`src/rtl/lpm_pkg.sv`:
```
package lpm_pkg;
  localparam int HOP_W  = 8;   // next-hop width
  localparam int ROOT_W = 16;  // first-stride width
  localparam int STRIDE = 8;   // later strides
  localparam int REM_W  = 2 * STRIDE;

  typedef enum logic [1:0] {
    LV_NONE = 2'd0,
    LV_ONE  = 2'd1,
    LV_TWO  = 2'd2,
    LV_LAST = 2'd3
  } lvl_t;
endpackage

```
`src/rtl/lpm_fifo.sv`:
```
module lpm_fifo #(
  parameter int W     = 8,
  parameter int DEPTH = 4,
  localparam int PW   = $clog2(DEPTH),
  localparam int CW   = $clog2(DEPTH + 1)
) (
  input  logic          clk,
  input  logic          rst_n,
  input  logic          push,
  input  logic          pop,
  input  logic [W-1:0]  din,
  output logic [W-1:0]  dout,
  output logic [CW-1:0] count
);
  // Push while full is legal when pop happens in the same cycle.
  logic [W-1:0]  slots [DEPTH];
  logic [PW-1:0] rp, wp;

  function automatic logic [PW-1:0] bump(input logic [PW-1:0] p);
    return (p == PW'(DEPTH - 1)) ? '0 : p + 1'b1;
  endfunction

  always_ff @(posedge clk or negedge rst_n) begin
    if (!rst_n) begin
      rp    <= '0;
      wp    <= '0;
      count <= '0;
    end else begin
      if (push) wp <= bump(wp);
      if (pop)  rp <= bump(rp);
      count <= count + CW'(push) - CW'(pop);
    end
  end

  always_ff @(posedge clk) begin
    if (push) slots[wp] <= din;
  end

  assign dout = slots[rp];
endmodule

```
`src/rtl/lpm_step.sv`:
```
module lpm_step import lpm_pkg::*; #(
  parameter int AW = 17,
  localparam int EW = AW + 1
) (
  input  logic [EW-1:0]    rsp,
  input  logic [REM_W-1:0] rem,
  input  lvl_t             lvl,
  output logic             leaf,
  output logic [HOP_W-1:0] hop,
  output logic [AW-1:0]    nxt_addr,
  output logic [REM_W-1:0] nxt_rem,
  output lvl_t             nxt_lvl
);
  // Final level terminates the walk regardless of the flag.
  assign leaf     = rsp[EW-1] || (lvl == LV_LAST);
  assign hop      = rsp[HOP_W-1:0];
  assign nxt_addr = rsp[AW-1:0] + AW'(rem[REM_W-1:STRIDE]);
  assign nxt_rem  = {rem[STRIDE-1:0], {STRIDE{1'b0}}};

  always_comb begin
    case (lvl)
      LV_ONE:  nxt_lvl = LV_TWO;
      LV_TWO:  nxt_lvl = LV_LAST;
      default: nxt_lvl = LV_LAST;
    endcase
  end
endmodule

```
`src/rtl/lpm_ring.sv`:
```
module lpm_ring import lpm_pkg::*; #(
  parameter int AW       = 17,
  parameter int TAG_W    = 8,
  parameter int RC_DEPTH = 4,
  parameter int OQ_DEPTH = 6
) (
  input  logic             clk,
  input  logic             rst_n,
  input  logic             in_valid,
  output logic             in_ready,
  input  logic [31:0]      in_addr,
  input  logic [TAG_W-1:0] in_tag,
  output logic             out_valid,
  input  logic             out_ready,
  output logic [HOP_W-1:0] out_hop,
  output logic [TAG_W-1:0] out_tag,
  output logic             mem_req_valid,
  output logic [AW-1:0]    mem_req_addr,
  input  logic             mem_rsp_valid,
  input  logic [AW:0]      mem_rsp_data
);
  localparam int RC_W = TAG_W + REM_W + 2;
  localparam int OQ_W = TAG_W + HOP_W;
  localparam int RCC  = $clog2(RC_DEPTH + 1);
  localparam int OQC  = $clog2(OQ_DEPTH + 1);
  localparam int SW   = $clog2(RC_DEPTH + OQ_DEPTH + 1);

  logic [RC_W-1:0]  rc_din, rc_dout;
  logic [RCC-1:0]   rc_count;
  logic [OQ_W-1:0]  oq_dout;
  logic [OQC-1:0]   oq_count;
  logic [TAG_W-1:0] h_tag;
  logic [REM_W-1:0] h_rem, nxt_rem;
  lvl_t             h_lvl, nxt_lvl;
  logic             leaf, recirc, retire, enter, out_pop, rc_room, oq_room;
  logic [HOP_W-1:0] hop;
  logic [AW-1:0]    nxt_addr;
  logic [SW-1:0]    reserved;

  assign h_tag = rc_dout[RC_W-1 -: TAG_W];
  assign h_rem = rc_dout[REM_W+1:2];
  assign h_lvl = lvl_t'(rc_dout[1:0]);

  lpm_step #(.AW(AW)) u_step (
    .rsp(mem_rsp_data), .rem(h_rem), .lvl(h_lvl),
    .leaf(leaf), .hop(hop), .nxt_addr(nxt_addr),
    .nxt_rem(nxt_rem), .nxt_lvl(nxt_lvl)
  );

  assign recirc  = mem_rsp_valid && !leaf;
  assign retire  = mem_rsp_valid && leaf;
  assign out_pop = out_valid && out_ready;

  // Every request in flight or waiting at the output holds one output place.
  assign reserved = SW'(rc_count) + SW'(oq_count);
  assign rc_room  = (rc_count < RCC'(RC_DEPTH)) || retire;
  assign oq_room  = (reserved < SW'(OQ_DEPTH)) || out_pop;
  assign in_ready = !recirc && rc_room && oq_room;
  assign enter    = in_valid && in_ready;

  assign rc_din = recirc ? {h_tag, nxt_rem, nxt_lvl}
                         : {in_tag, in_addr[REM_W-1:0], LV_ONE};

  lpm_fifo #(.W(RC_W), .DEPTH(RC_DEPTH)) u_rc (
    .clk(clk), .rst_n(rst_n),
    .push(enter || recirc), .pop(mem_rsp_valid),
    .din(rc_din), .dout(rc_dout), .count(rc_count)
  );

  lpm_fifo #(.W(OQ_W), .DEPTH(OQ_DEPTH)) u_oq (
    .clk(clk), .rst_n(rst_n),
    .push(retire), .pop(out_pop),
    .din({h_tag, hop}), .dout(oq_dout), .count(oq_count)
  );

  assign out_valid     = (oq_count != '0);
  assign out_tag       = oq_dout[OQ_W-1 -: TAG_W];
  assign out_hop       = oq_dout[HOP_W-1:0];
  assign mem_req_valid = enter || recirc;
  assign mem_req_addr  = recirc ? nxt_addr : AW'(in_addr[31:ROOT_W]);
endmodule

```
`config.mk`:
```
export PLATFORM = sky130hd
export DESIGN_NAME = lpm_ring
export DESIGN_NICKNAME = d
export VERILOG_FILES = /design/src/rtl/lpm_pkg.sv /design/src/rtl/lpm_fifo.sv /design/src/rtl/lpm_step.sv /design/src/rtl/lpm_ring.sv
export SDC_FILE = /design/constraint.sdc
export NUM_CORES = 1
export LEC_CHECK = 0
export BUFFER_PORTS_ARGS = -buffer_cell sky130_fd_sc_hd__buf_4
export CORE_MARGIN = 2
export CORE_UTILIZATION = 35
export DETAILED_ROUTE_END_ITERATION = 7
export GPL_TIMING_DRIVEN = 0
export MAX_ROUTING_LAYER = met4
export PLACE_DENSITY = 0.57
export SYNTH_ARGS = -nofsm -noshare
export SYNTH_HDL_FRONTEND = slang
export SYNTH_SLANG_ARGS = --single-unit
```
`constraint.sdc`:
```
create_clock -name clk -period 3.8 [get_ports clk]
set_input_delay 0.76 -clock clk [delete_from_list [all_inputs] [get_ports clk]]
set_output_delay 0.76 -clock clk [all_outputs]
set_load 0.01 [all_outputs]
```
==> metrics.yaml, run 1 <==
timing:
  fin_skew_ns: 0.0157
  fmax_mhz: 249
  grt_setup_unrepaired: "yes"
  setup_ws_ns: -0.222
  finalMaxSlewViolations: 0
  period_needed_ns: 4.02
  min_period_over_period_pct: 106
  hold_viol_final: 0
  relSlewSlack_pct: 37.2
  worst_hold_slack_ns: 0.112
  setup_viol: 9
  tightest_slew_ns: 0.936
worst_setup_path:
  crit_type: "reg -> out"
  arrival_ns: 3.26
  startpoint_type: "flop"
  setup.worst_path.end_class: "output port"
  r2r_cells: 7
  cp_max_fo: 8
  rrSetupSlack_ns: 0.84
  crit_required_ns: 3.04
  timing.rr.start: "u_rc.rp[0]"
  r2r_end: "u_rc.slots[3][11]"
pwr:
  p_leak_uw: 0.00426
  pwr_density_cell_nw_per_um2: 785
  ir_drop_mv: 0.366
floorplan:
  rows: 59
  fp.dieW_um: 167
  io-pin-count: 99
  dieArea_um2: 27800
  die_y_um: 167
  core_area_um2: 26100
  initial_utilization_pct: 35.6
cts:
  root_buffer: "clkbuf_16"
  cts_tree: "yes"
  cts.path.max_buffers: 3
  cts_htree_levels: 1
  clock_latency_ns: 0.51
  cts_made_buffers: 24
  holdBufCountCts: 0
  path_clk_slew_ns: 0.06
  numClockSinks: 216
drt:
  routed_wl_um: 20200
  routedWlPerCell_um: 19.0
  num_vias: 5261
  first_iter_violations: 386
  met2_wirelength_um: 10500
  ant_nets: 0
  top_layer: "met4"
  wl_met1_um: 8330
  dr.pass1.iters: 4
  post-route-drc-count: 0
  viasPerCell: 4.96
  wl_met3_um: 853
job:
  maxCapViolations: 0
status:
  violations: "setup timing"
  status: "complete, but fails checks"
finish:
  syn_to_final_growth_pct: 25.5
  multi_input_area_um2: 2890
  fin_cells: 1061
  fin_nets: 794
  fin_area_um2: 11600
  antennaDiodeCount: 0
  seq_area_um2: 6410
  drive_above_1_share_pct: 35.5
  fillers: 2284
logic_synthesis:
  synth-compound-area-share_pct: 4.41
  ys_ff_latch: 216
  synth_mux_area_share_pct: 12.6
  synth_ff_type: "edfxtp_1"
  syn_avg_cell_area_um2: 16.5
  ys_types: 47
  synthAdderAreaFrac_pct: 3.42
  yosysSeqAreaShare_pct: 69.0
  synthesis.nets: 650
  synth-xor-area-share_pct: 1.70
  ys_async_sr_fraction_pct: 7.41
  synth_edf_count: 200
  synth_top_family_by_area: "multiplexers"
  syn_inst: 564
  synthSimpleGateAreaFrac_pct: 6.79
  syn_area_um2: 9280
  ys_warn_count: 0
grt:
  grt_use_total_pct: 15.0
  grt-ovfl-total: 0
  antenna_found_initial: 0
  grt_pass1_vias: 5729
  grt_pass1_wl_um: 31800
  grt_max_degree: 27
placed_design:
  placed_cells: 1006
  pre_cts_slack_ns: -0.714
  port_buffers: 98
  placed_area_um2: 10600
  dp_hpwl_um: 13700
  place_congestion: 0.769
worst_hold_path:
  worstHoldPathType: "in -> async"
[state kept, by name (all words and copies together), names as in the netlist]
signal and count:
u_rc.count 3, u_oq.rp 3, u_rc.slots 104, u_rc.rp 2, u_oq.slots 96, u_oq.count 3
u_rc.wp 2, u_oq.wp 3
[cells by family (layout without fill, tap and decap cells)]
family | Yosys count | count (layout)
flip-flops | 216 | 216
AND/OR/NAND/NOR | 138 | 138
AO/OA/AOI/OAI | 66 | 66
multiplexers | 63 | 63
buffers and inverters | 40 | 202
adder cells (fa/ha/maj) | 23 | 23
XOR/XNOR | 18 | 18
[power breakdown]
part	total, µW	internal (µW)	switching [µW]
combinational	3400	1560	1840
sequential	3490	3320	177
clock	2250	1380	876
total	9150	6250	2900
[cell usage after synthesis (3+ instances only)]
| cell type | number | area (µm²) |
|---|---|---|
| and2_1 | 14 | 87.6 |
| dfrtp_1 | 16 | 400 |
| clkbuf_1 | 9 | 33.8 |
| edfxtp_1 | 200 | 6010 |
| inv_1 | 13 | 48.8 |
| mux2i_1 | 17 | 170 |
| buf_2 | 8 | 40.0 |
| o21ai_1 | 3 | 15.0 |
| a21o_1 | 5 | 37.5 |
| mux4_2 | 42 | 946 |
| nor3_1 | 5 | 25.0 |
| nand4_1 | 3 | 18.8 |
| ha_1 | 19 | 238 |
| xor2_1 | 9 | 78.8 |
| buf_4 | 5 | 37.5 |
| a21oi_1 | 24 | 120 |
| a211oi_1 | 5 | 37.5 |
| nand3_1 | 6 | 30.0 |
| o21ai_0 | 16 | 80.1 |
| nand3b_1 | 3 | 22.5 |
| nand2b_1 | 4 | 25.0 |
| fa_1 | 4 | 80.1 |
| nand2_1 | 72 | 270 |
| nor2_1 | 22 | 82.6 |
| o211ai_1 | 4 | 30.0 |
| xnor2_1 | 9 | 78.8 |
[worst max-delay path by stage]
stage | startpoint | to | slack (ns) | depth (start not counted)
after floorplan | u_rc.rp[0] | mem_req_addr[8] | 0.12 | 10
after global placement | u_rc.rp[1] | u_oq.slots[4][4] | -1.32 | 6
after detailed placement | u_rc.rp[1] | mem_req_addr[8] | -0.71 | 11
after CTS | u_rc.rp[0] | mem_req_addr[16] | -0.18 | 10
after global routing | u_rc.rp[0] | mem_req_addr[13] | -0.36 | 10
final | u_rc.rp[0] | mem_req_addr[13] | -0.22 | 10
[per-stage QoR]
step	total power, µW	setup TNS (ns)	util (%)
4_1_cts	9180	-1.11	44.5
2_1_floorplan	5560	0	-
6_report	9150	-1.20	44.7
3_3_place_gp	6520	-53.36	40.1
5_1_grt	9670	-2.83	44.7
3_5_place_dp	6690	-5.42	40.5
[area by class of cell]
class | count | share of cell area (%)
clock inverters | 11 | 0.934
clock buffers | 33 | 5.80
well taps | 335 | 3.60
inverters | 14 | 0.451
repair buffers | 119 | 7.94
flip-flops and latches | 216 | 55.0
multi-input cells | 308 | 24.8
plain buffers | 25 | 1.51
[routing by layer]
layer	GRT usage, %	up-vias
met1	18.6	2646
li1	-	2454
met2	26.0	125
met3	2.07	36
met4	3.64	0
met5	-	-
[what timing repair did]
item	4_1_cts	5_1_grt
endpoints found under the hold margin	0	0
setup buffers	12	1
gates resized for setup	37	12
pin swaps	16	10
setup endpoints to repair	16	17
[layout by cell type (no fill, tap or decap), types with 6 or more instances in the layout]
| master | instances |
|---|---|
| inv_1 | 13 |
| mux2i_1 | 17 |
| clkbuf_1 | 13 |
| clkbuf_16 | 26 |
| xor2_1 | 9 |
| dfrtp_1 | 16 |
| mux4_2 | 42 |
| o21ai_1 | 14 |
| ha_1 | 12 |
| edfxtp_1 | 200 |
| a21oi_1 | 22 |
| nor2_1 | 20 |
| clkinv_2 | 8 |
| ha_4 | 6 |
| and2_1 | 10 |
| buf_2 | 7 |
| nand2_1 | 72 |
| buf_4 | 119 |
| xnor2_1 | 8 |
[worst max-delay path, cell delays in order, from the launching register on]
cell      delay, ns
dfrtp_1        0.41
buf_12         0.16
buf_12         0.11
mux4_2         0.52
ha_4           0.31
o211ai_1       0.11
nor3_2         0.27
o211ai_1       0.19
or3_1          0.36
a31oi_2        0.18
buf_4          0.15
(Power assumes the default switching activity.)
==> run 2, diff against run 1 <==
--- a/config.mk
+++ b/config.mk
@@ -6,12 +6,14 @@
 export NUM_CORES = 1
 export LEC_CHECK = 0
 export BUFFER_PORTS_ARGS = -buffer_cell sky130_fd_sc_hd__buf_4
+export CELL_PAD_IN_SITES_DETAIL_PLACEMENT = 0
+export CELL_PAD_IN_SITES_GLOBAL_PLACEMENT = 2
 export CORE_MARGIN = 2
 export CORE_UTILIZATION = 35
 export DETAILED_ROUTE_END_ITERATION = 7
 export GPL_TIMING_DRIVEN = 0
 export MAX_ROUTING_LAYER = met4
-export PLACE_DENSITY = 0.57
+export PLACE_DENSITY = 0.72
 export SYNTH_ARGS = -nofsm -noshare
 export SYNTH_HDL_FRONTEND = slang
 export SYNTH_SLANG_ARGS = --single-unit
==> run 2 against run 1 <==
  * The run still ends with setup timing left
  * Critical path depth down 1
  * Setup slack better by 0.035 ns
  * Utilization barely moved
  * Fmax grew 0.88%
  * Global-route usage shrank 0.13 points
  * Clock skew decreased by 0.0034 ns
  * Combinational power increased by 2%
  * Sequential power about the same
  * Register-to-register slack is essentially flat
  * Design area hardly changed
  * Largest cell class unchanged
==> metrics.yaml, run 2 (synthesized netlist as in run 1, its figures left out) <==
drt:
  dr.pass1.iters: 4  # unchanged
  ant_nets: 0  # unchanged
  routed_wl_um: 20100  # -0.44%
  first_iter_violations: 327  # -15%
  post-route-drc-count: 0  # unchanged
  viasPerCell: 4.91  # -1.0%
  num_vias: 5196  # -1.2%
  routedWlPerCell_um: 19.0  # -0.25%
worst_hold_path:
  worstHoldPathType: "in -> async"
cts:
  cts_htree_levels: 1  # unchanged
  path_clk_slew_ns: 0.06  # about the same
  cts.path.max_buffers: 3  # unchanged
  cts_tree: "yes"
  clock_latency_ns: 0.50  # about the same
  root_buffer: "clkbuf_16"
  holdBufCountCts: 0  # unchanged
  cts_made_buffers: 23  # -4.2%
  numClockSinks: 216  # unchanged
placed_design:
  placed_cells: 1005  # -0.099%
  pre_cts_slack_ns: -0.734  # -0.0204 ns
  dp_hpwl_um: 13900  # +1.4%
  place_congestion: 0.768  # -0.21%
  port_buffers: 98  # unchanged
pwr:
  switchingPower_uw: 2890  # -0.13%
  internal_power_uw: 6170  # -1.3%
  pwr_density_cell_nw_per_um2: 778  # -0.90%
  pwr-share-clk_pct: 22.9  # -1.8 points
  p_leak_uw: 0.00423  # -0.67%
  p_seq_share_pct: 38.6  # +0.4 points
  switching_share_pct: 31.9  # +0.26 points
  comb_power_share_pct: 38.4  # +1.2 points
  ir_drop_mv: 0.406  # +11%
floorplan:
  die_y_um: 167  # unchanged
  core_area_um2: 26100  # unchanged
  io-pin-count: 99  # unchanged
  rows: 59  # unchanged
  fp.dieW_um: 167  # unchanged
  initial_utilization_pct: 35.6  # unchanged
  dieArea_um2: 27800  # unchanged
finish:
  multi_input_area_um2: 2930  # +1.6%
  syn_to_final_growth_pct: 25.4  # about the same
  fin_util_pct: 44.7  # about the same
  largest_reg_flops: 104  # unchanged
  final_cell_mix: "edfxtp_1, buf_4, nand2_1"
  fin_nets: 795  # +0.13%
  seq_area_um2: 6410  # about the same
  reg_top3: "u_rc.slots: 104 flops, u_oq.slots: 96 flops"
  fillers: 2322  # +1.7%
  drive_above_1_share_pct: 35.5  # -0.040 points
  fin_cells: 1059  # -0.19%
  antennaDiodeCount: 0  # unchanged
  top_register: "u_rc.slots"
  layout_commonest_cell: "edfxtp_1"
grt:
  grt_pass1_wl_um: 31100  # -2.2%
  antenna_found_initial: 0  # unchanged
  grt-ovfl-total: 0  # unchanged
  grt_use_total_pct: 14.8  # -0.13 points
  grt_max_degree: 27  # unchanged
  grt_pass1_vias: 5691  # -0.66%
worst_setup_path:
  crit_required_ns: 3.04  # about the same
  arrival_ns: 3.23  # -0.03 ns
  setup.worst_path.end_class: "output port"
  startpoint_type: "flop"
  cp_max_fo: 5  # -3
  crit_type: "reg -> out"
timing:
  finalMaxSlewViolations: 0  # unchanged
  relSlewSlack_pct: 40.2  # +3.0 points
  period_needed_ns: 3.99  # -0.0349 ns
  grt_setup_unrepaired: "yes"
  setup_viol: 10  # +1
  tightest_slew_ns: 0.892  # -0.0445 ns
  fin_skew_ns: 0.0123  # -0.00339 ns
  hold_viol_final: 0  # unchanged
  fmax_mhz: 251  # +0.88%
  min_period_over_period_pct: 105  # -0.92 points
  setup_ws_ns: -0.187  # +0.0349 ns
status:
  status: "complete, but fails checks"
  violations: "setup timing"
job:
  maxCapViolations: 0  # unchanged
## run 2: cell count changes in the layout (fill, tap and decap cells not counted), sizes merged
cell    delta
bufinv     -1
clkbuf     -2
buf        +2
clkinv     -1
## run 2: timing repair
item | CTS | global route
setup endpoints to repair | 16 | 14
pin swaps | 21 | 18
resized for setup | 48 | 12
buffers inserted | 9 | 6
cloned | 1 | 0
## run 2: path summary, 6_finish.rpt
path	from	end	slack [ns]	cells past startpoint
max	u_rc.rp[0]	mem_req_addr[16]	-0.19	9
min	rst_n	u_oq.count[2]	0.12	1
max reg2reg	u_rc.rp[0]	u_rc.slots[0][3]	0.85	7
min reg2reg	u_oq.count[2]	u_oq.count[2]	0.51	1
max in group asynchronous	rst_n	u_rc.rp[0]	3.46	1
min in group clk	u_oq.count[2]	u_oq.count[2]	0.51	1
## run 2: per-stage QoR
step | power, µW | setup TNS (ns) | area [µm²] | hold WS (ns)
2_1_floorplan | 5560 | 0 | 9280 | 0.464
3_3_place_gp | 6510 | -49.15 | 10400 | 0.500
3_5_place_dp | 6690 | -5.86 | 10600 | 0.505
4_1_cts | 9060 | -1.39 | 11600 | 0.110
5_1_grt | 9590 | -2.46 | 11600 | 0.124
6_report | 9060 | -1.09 | 11600 | 0.122
## run 2: layer usage
metal,up-vias,global-route usage (%),routed length (µm)
met2,104,27.0,10700
met1,2617,17.6,8230
met5,-,-,0
li1,2445,-,-
met4,0,3.00,348
met3,30,2.04,784
## run 2: final cells by class
class                      count  share of cell area, %
timing repair buffer         121                   8.20
multi-input combinational    308                   25.2
inverter                      14                  0.451
clock inverter                 9                  0.548
buffer                        25                   1.53
tap                          335                   3.60
sequential                   216                   55.0
clock buffer                  31                   5.46
## run 2: power by group through the flow
stage | registers, µW | clock network (µW) | logic [µW]
after global placement | 3510 | 0 | 3000
after global routing | 3550 | 2220 | 3830
after floorplan | 3480 | 0 | 2080
after CTS | 3500 | 2120 | 3430
after detailed placement | 3550 | 0 | 3140
final | 3500 | 2080 | 3480
## run 2: worst max-delay path, cell delays in order, from the launching register on
cell      delay, ns
dfrtp_2        0.43
buf_12         0.14
mux4_2         0.53
ha_4           0.32
o211ai_1       0.11
o211ai_1       0.24
nand4_1        0.21
or3_4          0.42
a21oi_2        0.16
buf_4          0.14
==> run 3, diff against run 2 <==
--- a/config.mk
+++ b/config.mk
@@ -13,7 +13,7 @@
 export DETAILED_ROUTE_END_ITERATION = 7
 export GPL_TIMING_DRIVEN = 0
 export MAX_ROUTING_LAYER = met4
-export PLACE_DENSITY = 0.72
+export PLACE_DENSITY_LB_ADDON = 0.1
 export SYNTH_ARGS = -nofsm -noshare
 export SYNTH_HDL_FRONTEND = slang
 export SYNTH_SLANG_ARGS = --single-unit
==> run 3 against run 2 <==
  * The flow still finishes with violations (setup timing)
  * Clock skew is 0.00095 ns lower
  * Global-route usage is 0.64 points higher
  * Routed wire length grew 2.9%
  * Final cell count barely moved
  * Sequential share of layout area fell by 0.053 points
  * Utilization barely moved
  * Critical path type unchanged
==> metrics.yaml, run 3 (synthesized netlist as in run 1, its figures left out) <==
worst_setup_path:
  setup.worst_path.end_class: "output port"
  crit_family: "simple AND/OR/NAND/NOR gates"
  path_depth: 9  # unchanged
  crit_required_ns: 3.04  # about the same
  r2r_cells: 8  # +1
  crit_type: "reg -> out"
  startpoint_type: "flop"
  arrival_ns: 3.24  # about the same
  slowest_stage: "mux4_2"
  cp_num_buf_inv: 2  # unchanged
  path_cells: "buf_12, mux4_2, ha_4, o211ai_1, o211ai_1, nand4_1, or3_1, a21oi_2, buf_4"
  cp_max_fo: 5  # unchanged
  cpMostUsedCell: "o211ai_1"
  max_stage_delay_ns: 0.55  # +0.02 ns
grt:
  grt_pass1_vias: 5626  # -1.1%
  grt_pass1_wl_um: 32000  # +2.8%
  grt_use_total_pct: 15.5  # +0.64 points
  grt_max_degree: 27  # unchanged
  grt-ovfl-total: 0  # unchanged
  antenna_found_initial: 0  # unchanged
drt:
  num_vias: 5180  # -0.31%
  ant_nets: 0  # unchanged
  viasPerCell: 4.89  # -0.40%
  post-route-drc-count: 0  # unchanged
  first_iter_violations: 266  # -19%
  routed_wl_um: 20700  # +2.9%
  routedWlPerCell_um: 19.5  # +2.8%
  dr.pass1.iters: 6  # +2
cts:
  clock_latency_ns: 0.51  # about the same
  holdBufCountCts: 0  # unchanged
  cts_made_buffers: 25  # +8.7%
  numClockSinks: 216  # unchanged
  cts_tree: "yes"
  root_buffer: "clkbuf_16"
  cts.path.max_buffers: 3  # unchanged
  path_clk_slew_ns: 0.06  # about the same
  cts_htree_levels: 1  # unchanged
placed_design:
  place_congestion: 0.729  # -5.0%
  pre_cts_slack_ns: -0.834  # -0.100 ns
  dp_hpwl_um: 14000  # +0.46%
  port_buffers: 98  # unchanged
finish:
  final_cell_mix: "edfxtp_1, buf_4, nand2_1"
  top_register: "u_rc.slots"
  syn_to_final_growth_pct: 25.5  # about the same
  layout_commonest_cell: "edfxtp_1"
  multi_input_area_um2: 2880  # -1.8%
  antennaDiodeCount: 0  # unchanged
  fin_nets: 794  # -0.13%
  fin_util_pct: 44.7  # about the same
  drive_above_1_share_pct: 34.6  # -0.88 points
  seq_area_um2: 6410  # unchanged
  largest_reg_flops: 104  # unchanged
  fillers: 2351  # +1.2%
  reg_top3: "u_rc.slots: 104 flops, u_oq.slots: 96 flops"
floorplan:
  core_area_um2: 26100  # unchanged
  fp.dieW_um: 167  # unchanged
  die_y_um: 167  # unchanged
  rows: 59  # unchanged
  io-pin-count: 99  # unchanged
  initial_utilization_pct: 35.6  # unchanged
  dieArea_um2: 27800  # unchanged
timing:
  fin_skew_ns: 0.0113  # -0.000954 ns
  fmax_mhz: 250  # -0.34%
  grt_setup_unrepaired: "yes"
  period_needed_ns: 4.00  # +0.0137 ns
  relSlewSlack_pct: 46.2  # +6.0 points
  setup_viol: 9  # -1
  hold_viol_final: 0  # unchanged
  tightest_slew_ns: 0.803  # -0.0892 ns
  setup_ws_ns: -0.201  # -0.0137 ns
  min_period_over_period_pct: 105  # +0.36 points
  finalMaxSlewViolations: 0  # unchanged
pwr:
  switching_share_pct: 31.9  # about the same
  internal_power_uw: 6240  # +1.1%
  pwr_density_cell_nw_per_um2: 786  # +0.97%
  switchingPower_uw: 2920  # +1.0%
  p_seq_share_pct: 38.2  # -0.4 points
  comb_power_share_pct: 37.2  # -1.2 points
  pwr-share-clk_pct: 24.6  # +1.7 points
  p_leak_uw: 0.00424  # +0.30%
  total_power_uw: 9160  # +1.1%
  ir_drop_mv: 0.350  # -14%
status:
  violations: "setup timing"
  status: "complete, but fails checks"
job:
  maxCapViolations: 0  # unchanged
worst_hold_path:
  worstHoldPathType: "in -> async"
-- run 3: changes by cell type in the layout (fill, tap and decap cells not counted), moves of 2 or more --
cell / previous run / this run
buf_8: 2 / 5
clkbuf_4: 0 / 2
clkbuf_16: 24 / 26
clkinv_4: 0 / 2
buf_4: 118 / 115
buf_6: 6 / 4
clkbuf_8: 4 / 2
o21ai_2: 2 / 0
-- run 3: layout make-up --
| cell class | instances | area share (%) |
|---|---|---|
| multi-input combinational | 308 | 24.7 |
| tap | 335 | 3.60 |
| buffer | 25 | 1.60 |
| sequential | 216 | 55.0 |
| clock inverter | 12 | 0.966 |
| inverter | 14 | 0.494 |
| timing repair buffer | 118 | 7.99 |
| clock buffer | 32 | 5.68 |
-- run 3: routing by layer --
metal  share of wire (%)  up-vias  routed length (µm)  GRT usage (%)
met1                  44     2615                9140           19.1
met2                  51       79               10500           26.9
met4                 2.4        0                 488           3.90
met3                 2.6       36                 532           2.09
li1                    -     2450                   -              -
met5                   0        -                   0              -
-- run 3: timing repair --
item | 4_1_cts | 5_1_grt
setup endpoints to repair | 16 | 16
gates resized for setup | 37 | 18
buffers inserted | 10 | 2
gates cloned | 1 | 0
pin swaps | 14 | 16
-- run 3: path summary, 6_finish.rpt --
kind | from | slack, ns | end
max in group asynchronous | rst_n | 3.46 | u_rc.rp[0]
max reg2reg | u_rc.rp[0] | 0.74 | u_rc.slots[2][12]
min | rst_n | 0.11 | u_oq.count[1]
max | u_rc.rp[0] | -0.20 | mem_req_addr[16]
min in group clk | mem_rsp_data[0] | 0.51 | u_oq.slots[4][0]
min reg2reg | u_rc.count[2] | 0.52 | u_rc.count[2]
-- run 3: metrics by stage --
stage,hold WS (ns),std cells,area (µm²),TNS (ns)
finish,0.113,1060,11700,-1.06
global route,0.117,1060,11700,-2.75
CTS,0.104,1059,11600,-1.83
detailed placement,0.512,1005,10600,-7.22
global placement,0.517,997,10400,-63.97
floorplan,0.464,564,9280,0
-- run 3: power by group through the flow --
| stage | registers (µW) | logic (µW) | clock network [µW] |
|---|---|---|---|
| final | 3490 | 3410 | 2250 |
| after global routing | 3540 | 3760 | 2410 |
| after CTS | 3500 | 3430 | 2310 |
| after detailed placement | 3540 | 3170 | 0 |
| after global placement | 3520 | 3070 | 0 |
| after floorplan | 3480 | 2080 | 0 |
